==> config.mk <==
export PLATFORM = sky130hd
export DESIGN_NAME = serial_char_rx
export DESIGN_NICKNAME = d
export VERILOG_FILES = /design/src/rtl/srx_pkg.sv /design/src/rtl/srx_sync.sv /design/src/rtl/srx_framer.sv /design/src/rtl/srx_hold.sv /design/src/rtl/serial_char_rx.sv
export SDC_FILE = /design/constraint.sdc
export NUM_CORES = 1
export LEC_CHECK = 0
export CORE_MARGIN = 2
export CORE_UTILIZATION = 50
export CTS_CLUSTER_SIZE = 25
export DETAILED_ROUTE_END_ITERATION = 8
export PLACE_DENSITY = 0.81
export RECOVER_POWER = 50
export SLEW_MARGIN = 25
export SYNTH_ARGS = -nofsm -noshare
export SYNTH_HDL_FRONTEND = slang
export SYNTH_SLANG_ARGS = --single-unit
==> constraint.sdc <==
create_clock -name clk -period 2.3 [get_ports clk]
set_clock_uncertainty 0.1 [all_clocks]
set_input_delay 0.69 -clock clk [delete_from_list [all_inputs] [get_ports clk]]
set_output_delay 0.69 -clock clk [all_outputs]
set_load 0.03 [all_outputs]
==> src/rtl/srx_pkg.sv <==
package srx_pkg;
  typedef enum logic [2:0] {
    ST_IDLE  = 3'd0,
    ST_START = 3'd1,
    ST_DATA  = 3'd2,
    ST_PAR   = 3'd3,
    ST_STOP  = 3'd4
  } rx_state_t;

  localparam logic [1:0] PAR_NONE = 2'b00;
  localparam logic [1:0] PAR_EVEN = 2'b01;
  localparam logic [1:0] PAR_ODD  = 2'b10;
endpackage

==> src/rtl/srx_sync.sv <==
module srx_sync #(
  parameter int STAGES = 2
) (
  input  logic clk,
  input  logic rst,
  input  logic din,
  output logic dout
);
  logic [STAGES-1:0] chain;

  always_ff @(posedge clk) begin
    if (rst) chain <= '1;
    else     chain <= {chain[STAGES-2:0], din};
  end

  assign dout = chain[STAGES-1];
endmodule

==> src/rtl/srx_framer.sv <==
module srx_framer
  import srx_pkg::*;
#(
  parameter int OSR = 16,
  parameter int DW  = 8
) (
  input  logic          clk,
  input  logic          rst,
  input  logic          tick,
  input  logic          rx,
  input  logic          cfg_eight,
  input  logic [1:0]    cfg_par,
  output logic          done_o,
  output logic [DW-1:0] byte_o,
  output logic          perr_o,
  output logic          ferr_o
);
  localparam int CW  = $clog2(OSR);
  localparam int BW  = $clog2(DW + 1);
  localparam logic [CW-1:0] MID  = CW'(OSR / 2 - 1);
  localparam logic [CW-1:0] LAST = CW'(OSR - 1);

  rx_state_t     state;
  logic [CW-1:0] cnt;
  logic [BW-1:0] bidx;
  logic [DW-1:0] sh;
  logic          pbit;
  logic          par_en;
  logic          par_odd;
  logic [BW-1:0] nbits;
  logic [DW-1:0] cur_byte;
  logic          at_sample;

  assign par_en    = (cfg_par == PAR_EVEN) || (cfg_par == PAR_ODD);
  assign par_odd   = (cfg_par == PAR_ODD);
  assign nbits     = cfg_eight ? BW'(DW) : BW'(DW - 1);
  assign cur_byte  = cfg_eight ? sh : {1'b0, sh[DW-1:1]};
  assign at_sample = (cnt == LAST);

  always_ff @(posedge clk) begin
    if (rst) begin
      state  <= ST_IDLE;
      cnt    <= '0;
      bidx   <= '0;
      sh     <= '0;
      pbit   <= 1'b0;
      done_o <= 1'b0;
      byte_o <= '0;
      perr_o <= 1'b0;
      ferr_o <= 1'b0;
    end else begin
      done_o <= 1'b0;
      if (tick) begin
        case (state)
          ST_IDLE: begin
            if (!rx) begin
              state <= ST_START;
              cnt   <= '0;
            end
          end
          ST_START: begin
            if (cnt == MID) begin
              cnt  <= '0;
              bidx <= '0;
              state <= rx ? ST_IDLE : ST_DATA;
            end else begin
              cnt <= cnt + 1'b1;
            end
          end
          ST_DATA: begin
            if (at_sample) begin
              cnt <= '0;
              sh  <= {rx, sh[DW-1:1]};
              if (bidx == nbits - 1'b1) state <= par_en ? ST_PAR : ST_STOP;
              else                      bidx  <= bidx + 1'b1;
            end else begin
              cnt <= cnt + 1'b1;
            end
          end
          ST_PAR: begin
            if (at_sample) begin
              cnt   <= '0;
              pbit  <= rx;
              state <= ST_STOP;
            end else begin
              cnt <= cnt + 1'b1;
            end
          end
          ST_STOP: begin
            if (at_sample) begin
              cnt    <= '0;
              bidx   <= '0;
              done_o <= 1'b1;
              byte_o <= cur_byte;
              perr_o <= par_en && ((^cur_byte) ^ pbit ^ par_odd);
              ferr_o <= !rx;
              state  <= rx ? ST_IDLE : ST_DATA;
            end else begin
              cnt <= cnt + 1'b1;
            end
          end
          default: state <= ST_IDLE;
        endcase
      end
    end
  end

  AST_SEVEN_TOP_CLEAR: assert property (@(posedge clk) disable iff (rst)
    (done_o && !cfg_eight) |-> (byte_o[DW-1] == 1'b0));
  AST_FERR_RESYNC: assert property (@(posedge clk) disable iff (rst)
    (done_o && ferr_o) |-> (state == ST_DATA));
endmodule

==> src/rtl/srx_hold.sv <==
module srx_hold #(
  parameter int DW = 8
) (
  input  logic          clk,
  input  logic          rst,
  input  logic          done,
  input  logic [DW-1:0] byte_in,
  input  logic          perr_in,
  input  logic          ferr_in,
  input  logic          rd_ack,
  output logic [DW-1:0] data_out,
  output logic          data_valid,
  output logic          par_err,
  output logic          frm_err,
  output logic          ovr_err,
  output logic          hold_full,
  output logic          cts_out
);
  logic full_after_rd;
  logic ovr_after_rd;
  logic load;

  assign full_after_rd = hold_full && !rd_ack;
  assign ovr_after_rd  = ovr_err && !rd_ack;
  assign load          = done && !full_after_rd;

  always_ff @(posedge clk) begin
    if (rst) begin
      data_out   <= '0;
      data_valid <= 1'b0;
      par_err    <= 1'b0;
      frm_err    <= 1'b0;
      ovr_err    <= 1'b0;
      hold_full  <= 1'b0;
      cts_out    <= 1'b1;
    end else begin
      data_valid <= load;
      if (load) begin
        data_out <= byte_in;
        par_err  <= perr_in;
        frm_err  <= ferr_in;
      end
      hold_full <= full_after_rd || load;
      cts_out   <= !(full_after_rd || load);
      ovr_err   <= ovr_after_rd || (done && full_after_rd);
    end
  end

  AST_VALID_PULSE: assert property (@(posedge clk) disable iff (rst)
    data_valid |=> !data_valid);
  AST_VALID_SETS_FULL: assert property (@(posedge clk) disable iff (rst)
    data_valid |-> hold_full);
  AST_CTS_WHEN_FULL: assert property (@(posedge clk) disable iff (rst)
    hold_full |-> !cts_out);
  AST_OVR_KEEPS_BYTE: assert property (@(posedge clk) disable iff (rst)
    (done && hold_full && !rd_ack) |=> ($stable(data_out) && ovr_err));
endmodule

==> src/rtl/serial_char_rx.sv <==
module serial_char_rx #(
  parameter int OSR         = 16,
  parameter int DW          = 8,
  parameter int SYNC_STAGES = 2
) (
  input  logic          clk,
  input  logic          rst,
  input  logic          tick,
  input  logic          rx_line,
  input  logic          cfg_eight,
  input  logic [1:0]    cfg_par,
  input  logic          rd_ack,
  output logic [DW-1:0] data_out,
  output logic          data_valid,
  output logic          par_err,
  output logic          frm_err,
  output logic          ovr_err,
  output logic          hold_full,
  output logic          cts_out
);
  logic          rx_s;
  logic          f_done;
  logic [DW-1:0] f_byte;
  logic          f_perr;
  logic          f_ferr;

  srx_sync #(.STAGES(SYNC_STAGES)) u_sync (
    .clk (clk),
    .rst (rst),
    .din (rx_line),
    .dout(rx_s)
  );

  srx_framer #(.OSR(OSR), .DW(DW)) u_framer (
    .clk      (clk),
    .rst      (rst),
    .tick     (tick),
    .rx       (rx_s),
    .cfg_eight(cfg_eight),
    .cfg_par  (cfg_par),
    .done_o   (f_done),
    .byte_o   (f_byte),
    .perr_o   (f_perr),
    .ferr_o   (f_ferr)
  );

  srx_hold #(.DW(DW)) u_hold (
    .clk       (clk),
    .rst       (rst),
    .done      (f_done),
    .byte_in   (f_byte),
    .perr_in   (f_perr),
    .ferr_in   (f_ferr),
    .rd_ack    (rd_ack),
    .data_out  (data_out),
    .data_valid(data_valid),
    .par_err   (par_err),
    .frm_err   (frm_err),
    .ovr_err   (ovr_err),
    .hold_full (hold_full),
    .cts_out   (cts_out)
  );
endmodule

Word level (Yosys, flattened, before mapping)
Index checks and enable logic that the tools add are counted.
{ "word_totals": {"wordCells": 85, "output_inout_bits": 14, "register_bits": 47, "inputBits": 8} }
{ "op_classes": {"eq_ne": 16, "muxes": 21, "n_reduce_logical": 24, "n_addsub": 3, "bitwise_logic": 4} }
{ "ops": {"columns": ["op", "n"], "rows": [
  ["2-to-1 mux 4 bit", 8],
  ["one-hot mux 4 bit (3 select lines)", 2],
  ["2-to-1 mux 3 bit", 7],
  ["one-hot mux 3 bit (5 select lines)", 1],
  ["AND reduction 3 bit", 4],
  ["inequality test 2 x 1 -> 1 bit, second input constant", 5],
  ["adder 4 x 1 -> 4 bit, second input constant", 2],
  ["2-to-1 mux 8 bit", 1],
  ["parity 8 bit", 1],
  ["AND reduction 7 bit", 1],
  ["== test 3 x 2 -> 1 bit, second input constant", 2],
  ["AND reduction 6 bit", 1],
  ["nonzero test 3 bit", 2],
  ["OR reduction 3 bit", 2],
  ["logical AND 1 bit", 5],
  ["== test 4 x 3 -> 1 bit, second input constant", 1],
  ["== test 4 bit", 1],
  ["== test 4 bit, second input constant", 1],
  ["logical NOT 1 bit", 4],
  ["inequality test 2 bit, second input constant", 2],
  ["subtractor 4 x 1 -> 4 bit, second input constant", 1],
  ["== test 3 x 1 -> 1 bit, second input constant", 1],
  ["== test 3 bit, second input constant", 1],
  ["logical NOT 3 bit", 1],
  ["7 further kinds", 11]
]} }

Logic depth before layout (Yosys ltp)
{ "logic_depth": {"ltp_word": 6, "mapped_depth": 7, "mapped_depth_nobuf": 7} }

By module
A second synthesis with hierarchy kept.
{ "unflattened": {"cells_unflattened": 262, "hier_area_um2": 2351.0} }
{ "by_module_without_submodules": {"columns": ["module", "area_each_um2", "seq_area_each_um2", "cells_each", "instances"], "rows": [
  ["srx_framer", 1696.6, 620.6, 201, 1],
  ["srx_hold", 601.8, 280.3, 57, 1],
  ["srx_sync", 52.6, 40.0, 4, 1]
]} }

Least setup slack after synthesis
OpenSTA, ideal clock, no wires.
{ "synth_path": {"path_type": "input to register", "start": "in cfg_par[0]", "end": "reg u_framer.perr_o", "t_required_ps": 2129, "arrival_ps": 2171, "setup_slack_ps": -42, "setup_time_ps": 71, "stages": 7, "n_path_buf": 0, "path_cell_list": "inv_1 -> ha_1 -> xor2_1 -> xnor3_1 -> xnor3_1 -> or3_1 -> a21oi_1"} }
{ "synth_between": {"elab_chain_len": 3, "word_cells_on_any_way": 5, "cone_classes": "eq/ne: 2; bitwise: 1; reduce/logical: 2"} }
{ "synth_lines": {"columns": ["item", "line_no", "text"], "rows": [
  ["from (decl)", "serial_char_rx.sv:11", "input logic [1:0] cfg_par,"],
  ["== test 2 bit or == test 2 x 1 -> 1 bit (tied branches)", "srx_framer.sv:34, srx_framer.sv:35", null],
  ["bitwise XOR 1 bit or logical OR 1 bit (tied branches)", "srx_framer.sv:95, srx_framer.sv:34", null],
  ["logical AND 1 bit (*)", "srx_framer.sv:95", "perr_o <= par_en && ((^cur_byte) ^ pbit ^ par_odd);"],
  ["to (signal assigned)", "srx_framer.sv:95", null],
  ["to (decl)", "srx_framer.sv:15", "output logic perr_o,"]
]} }
Mark *: on every way between the ends. The rest lies on a longest branch, timed or not.
A chain may end at the register's enable or synchronous reset.

Final worst setup path
{ "layout_path": {"start": "in cfg_eight", "end": "reg u_framer.perr_o"} }
{ "layout_between": {"elab_chain_len": 5} }
{ "layout_lines": {"columns": ["item", "line_no", "text"], "rows": [
  ["from (decl)", "serial_char_rx.sv:10", "input logic cfg_eight,"],
  ["2-to-1 mux 8 bit", "srx_framer.sv:37", "assign cur_byte = cfg_eight ? sh : {1'b0, sh[DW-1:1]};"],
  ["parity 8 bit", "srx_framer.sv:95", null],
  ["bitwise XOR 1 bit (2 in series)", "srx_framer.sv:95", null],
  ["logical AND 1 bit", "srx_framer.sv:95", null]
]} }
No other way between the ends.

==> metrics.txt <==
status finished clean; Fill cells 349; DP HPWL 2.57 mm; Post-Route WL around 3.8 mm; Final min period 2.19 ns; number of routed nets with antenna violations 0; Clock Tree Root clkbuf_8; Total GRT Usage 0.190; multi-input logic area 0.00108 sq mm; crit end category register; WHS Path Cells 1; Startpoint Class input port; hold path startpoint u_sync.chain[0]; relative slew slack 0.449; Post-route DRC 0; reg2reg end u_framer.state[1]; clock buffers created by TritonCTS 5; Crit. Startpoint cfg_eight; Leak 1.03 nW; Commonest cells post-synth dfxtp_1, nor2_1, mux2i_1; Total Power 1.61 mW; Post-synth EDFFs 0; Synth warnings 0; Most used DFF post-synth dfxtp_1; top cell type's share of synthesized area 0.447; CP required 2.43 ns; Clk pwr share 0.368; Netlist cell types 39; Worst Tran Pin Value ~0.83 ns; register area 941 sq um; crit path kind in2reg; fin. max-slew vios 0; Final period util 0.952; fmax 0.457 GHz; wire per inst 12.6 microns; Max clock buf depth 2; largest net degree at the start of global routing between 40 and 50; FF-to-FF path depth 5; final setup violation count 0; n_diodes 0; hold buffer count at CTS 0; num rows 23; first-pass GRT wire length 6.53 mm; CP Max Fanout 2; DIE HEIGHT 68.9 microns; Layout Nets between 200 and 300; antenna violations before repair 0; Worst-path clk slew 0.08 ns; Seq pwr share 0.524; initial drt markers 83; synthesized area 0.00211 sq mm; Seq/Total Area, Yosys 0.447; post-route cell area about 0.0025 sq mm; RSZ-0062 raised after global routing false; sw power 0.393 mW; Detailed Routing Iterations Pass 1 4; TritonCTS clock tree yes; most common cell in the netlist dfxtp_1; Max H-tree Level 2; flops & latches, synth 47; asr flop ratio synth 0; RR Startpoint u_framer.state[1]; IO Pins 22; Die Footprint 0.00475 sq mm; initial cell density of the core 0.523; Post-Syn Instances 227; clock sink total 47; Pwr per Cell Area ~640 mW/mm^2; Vias/cell 5.31; Hold Path Class reg2reg; GRT overflow 0; sw frac 0.244; worst skew pair latency 0.30 ns; worst hold endpoint u_sync.chain[1]; vias post-DR ~1600; vias in the first global route 1459; Port Buffers 21; syn_area_per_cell 9.28 sq um; Max Cap Viol 0; crit path DAT 2.32 ns; final hold vios 0; RePlAce Congestion 0.862; area post-placement 0.00242 sq mm; die width 68.9 microns; largest area contributor in the netlist dfxtp_1; core area 0.00403 sq mm; Int Power 1.22 mW; Area contributors post-synth dfxtp_1, mux2i_1, nor2_1, a21oi_1, a211oi_1; fraction of layout cells with a size suffix above 1 0.117; combinational share of power 0.108; synthesized net count 238; VDD IR max 0.000308 V; area grow syn2layout 20.3%; FF-to-FF setup slack 0.22 ns
## registers in the layout, summed over array words and instances (netlist names), 2 cells and up
| name | cells |
|---|---|
| u_framer.bidx | 4 |
| u_framer.byte_o | 8 |
| u_framer.cnt | 4 |
| u_framer.sh | 8 |
| u_framer.state | 3 |
| u_hold.data_out | 8 |
| u_sync.chain | 2 |
## power by group through the flow
stage	sequential, mW	combinational [mW]	clock (mW)
after CTS	0.845	0.180	0.616
after detailed placement	0.863	0.177	0
final	0.845	0.175	0.593
after global placement	0.863	0.175	0
after floorplan	0.848	0.146	0
after global routing	0.849	0.194	0.644
## logic make-up (layout without fill, tap and decap cells)
family / Yosys count / in the layout / synth area share
compound gates: 35 / 35 / 0.111
xor+xnor: 10 / 10 / 0.0547
fa+ha+maj: 3 / 3 / 0.0178
buf+inv: 21 / 50 / 0.0487
flops: 47 / 47 / 0.447
mux: 24 / 24 / 0.114
simple gates: 87 / 87 / 0.207
## stage by stage
step                       util  setup WS, ns  setup TNS [ns]  hold WS, ns  std cells
after CTS                 0.633        0.0122               0        0.318        306
after floorplan               -        0.0842               0        0.289        227
after global routing      0.629        0.0494               0        0.340        306
final                     0.629         0.110               0        0.316        306
after global placement    0.601        -0.504           -3.09        0.291        298
after detailed placement  0.601        -0.590           -3.51        0.297        298
## layer usage
layer | track usage | share of wire | vias up
met3 | 0.0584 | 0.041 | 4
li1 | - | - | 848
met4 | 0.0784 | 0.012 | 0
met5 | 0 | 0 | -
met2 | 0.325 | 0.49 | 31
met1 | 0.219 | 0.46 | 741
## critical path, stage by stage
cell and delay [ns]:
dlygate4sd2_1 0.26, mux2i_1 0.25, xnor3_1 0.45, xnor3_1 0.19, or3_1 0.36, a21oi_1 0.13
## what timing repair did
item | CTS | global route
resized for setup | 7 | 0
endpoints found under the setup margin | 8 | 1
buffers inserted | 1 | 0
pin swaps | 7 | 1
## how the worst max path moves through the flow
stage	endpoint	depth (start not counted)
global placement	u_framer.perr_o	6
finish	u_framer.perr_o	6
CTS	u_framer.perr_o	8
floorplan	u_framer.perr_o	5
global route	u_framer.byte_o[1]	3
detailed placement	u_framer.perr_o	6
## layout make-up
class,count,share of cell area
inverters,7,0.0104
repair buffers,36,0.126
well taps,50,0.0247
multi-input cells,159,0.425
clock buffers,5,0.0272
flip-flops and latches,47,0.371
clock inverters,2,0.0148
## cell usage in the layout (no fill, tap or decap), types with 3 or more instances in the layout
| cell | instances |
|---|---|
| nor3_1 | 6 |
| clkbuf_8 | 5 |
| nand4_1 | 3 |
| xor2_1 | 3 |
| inv_1 | 7 |
| nor2_1 | 38 |
| dlygate4sd2_1 | 3 |
| mux2i_1 | 24 |
| a211oi_1 | 8 |
| nand2_1 | 12 |
| o21ai_0 | 4 |
| or3_1 | 4 |
| nand3b_1 | 3 |
| xnor2_1 | 4 |
| clkdlybuf4s50_1 | 17 |
| buf_4 | 13 |
| nand3_1 | 4 |
| dfxtp_1 | 47 |
| a21oi_1 | 14 |
Note: power is estimated with default switching activity, not from simulation.
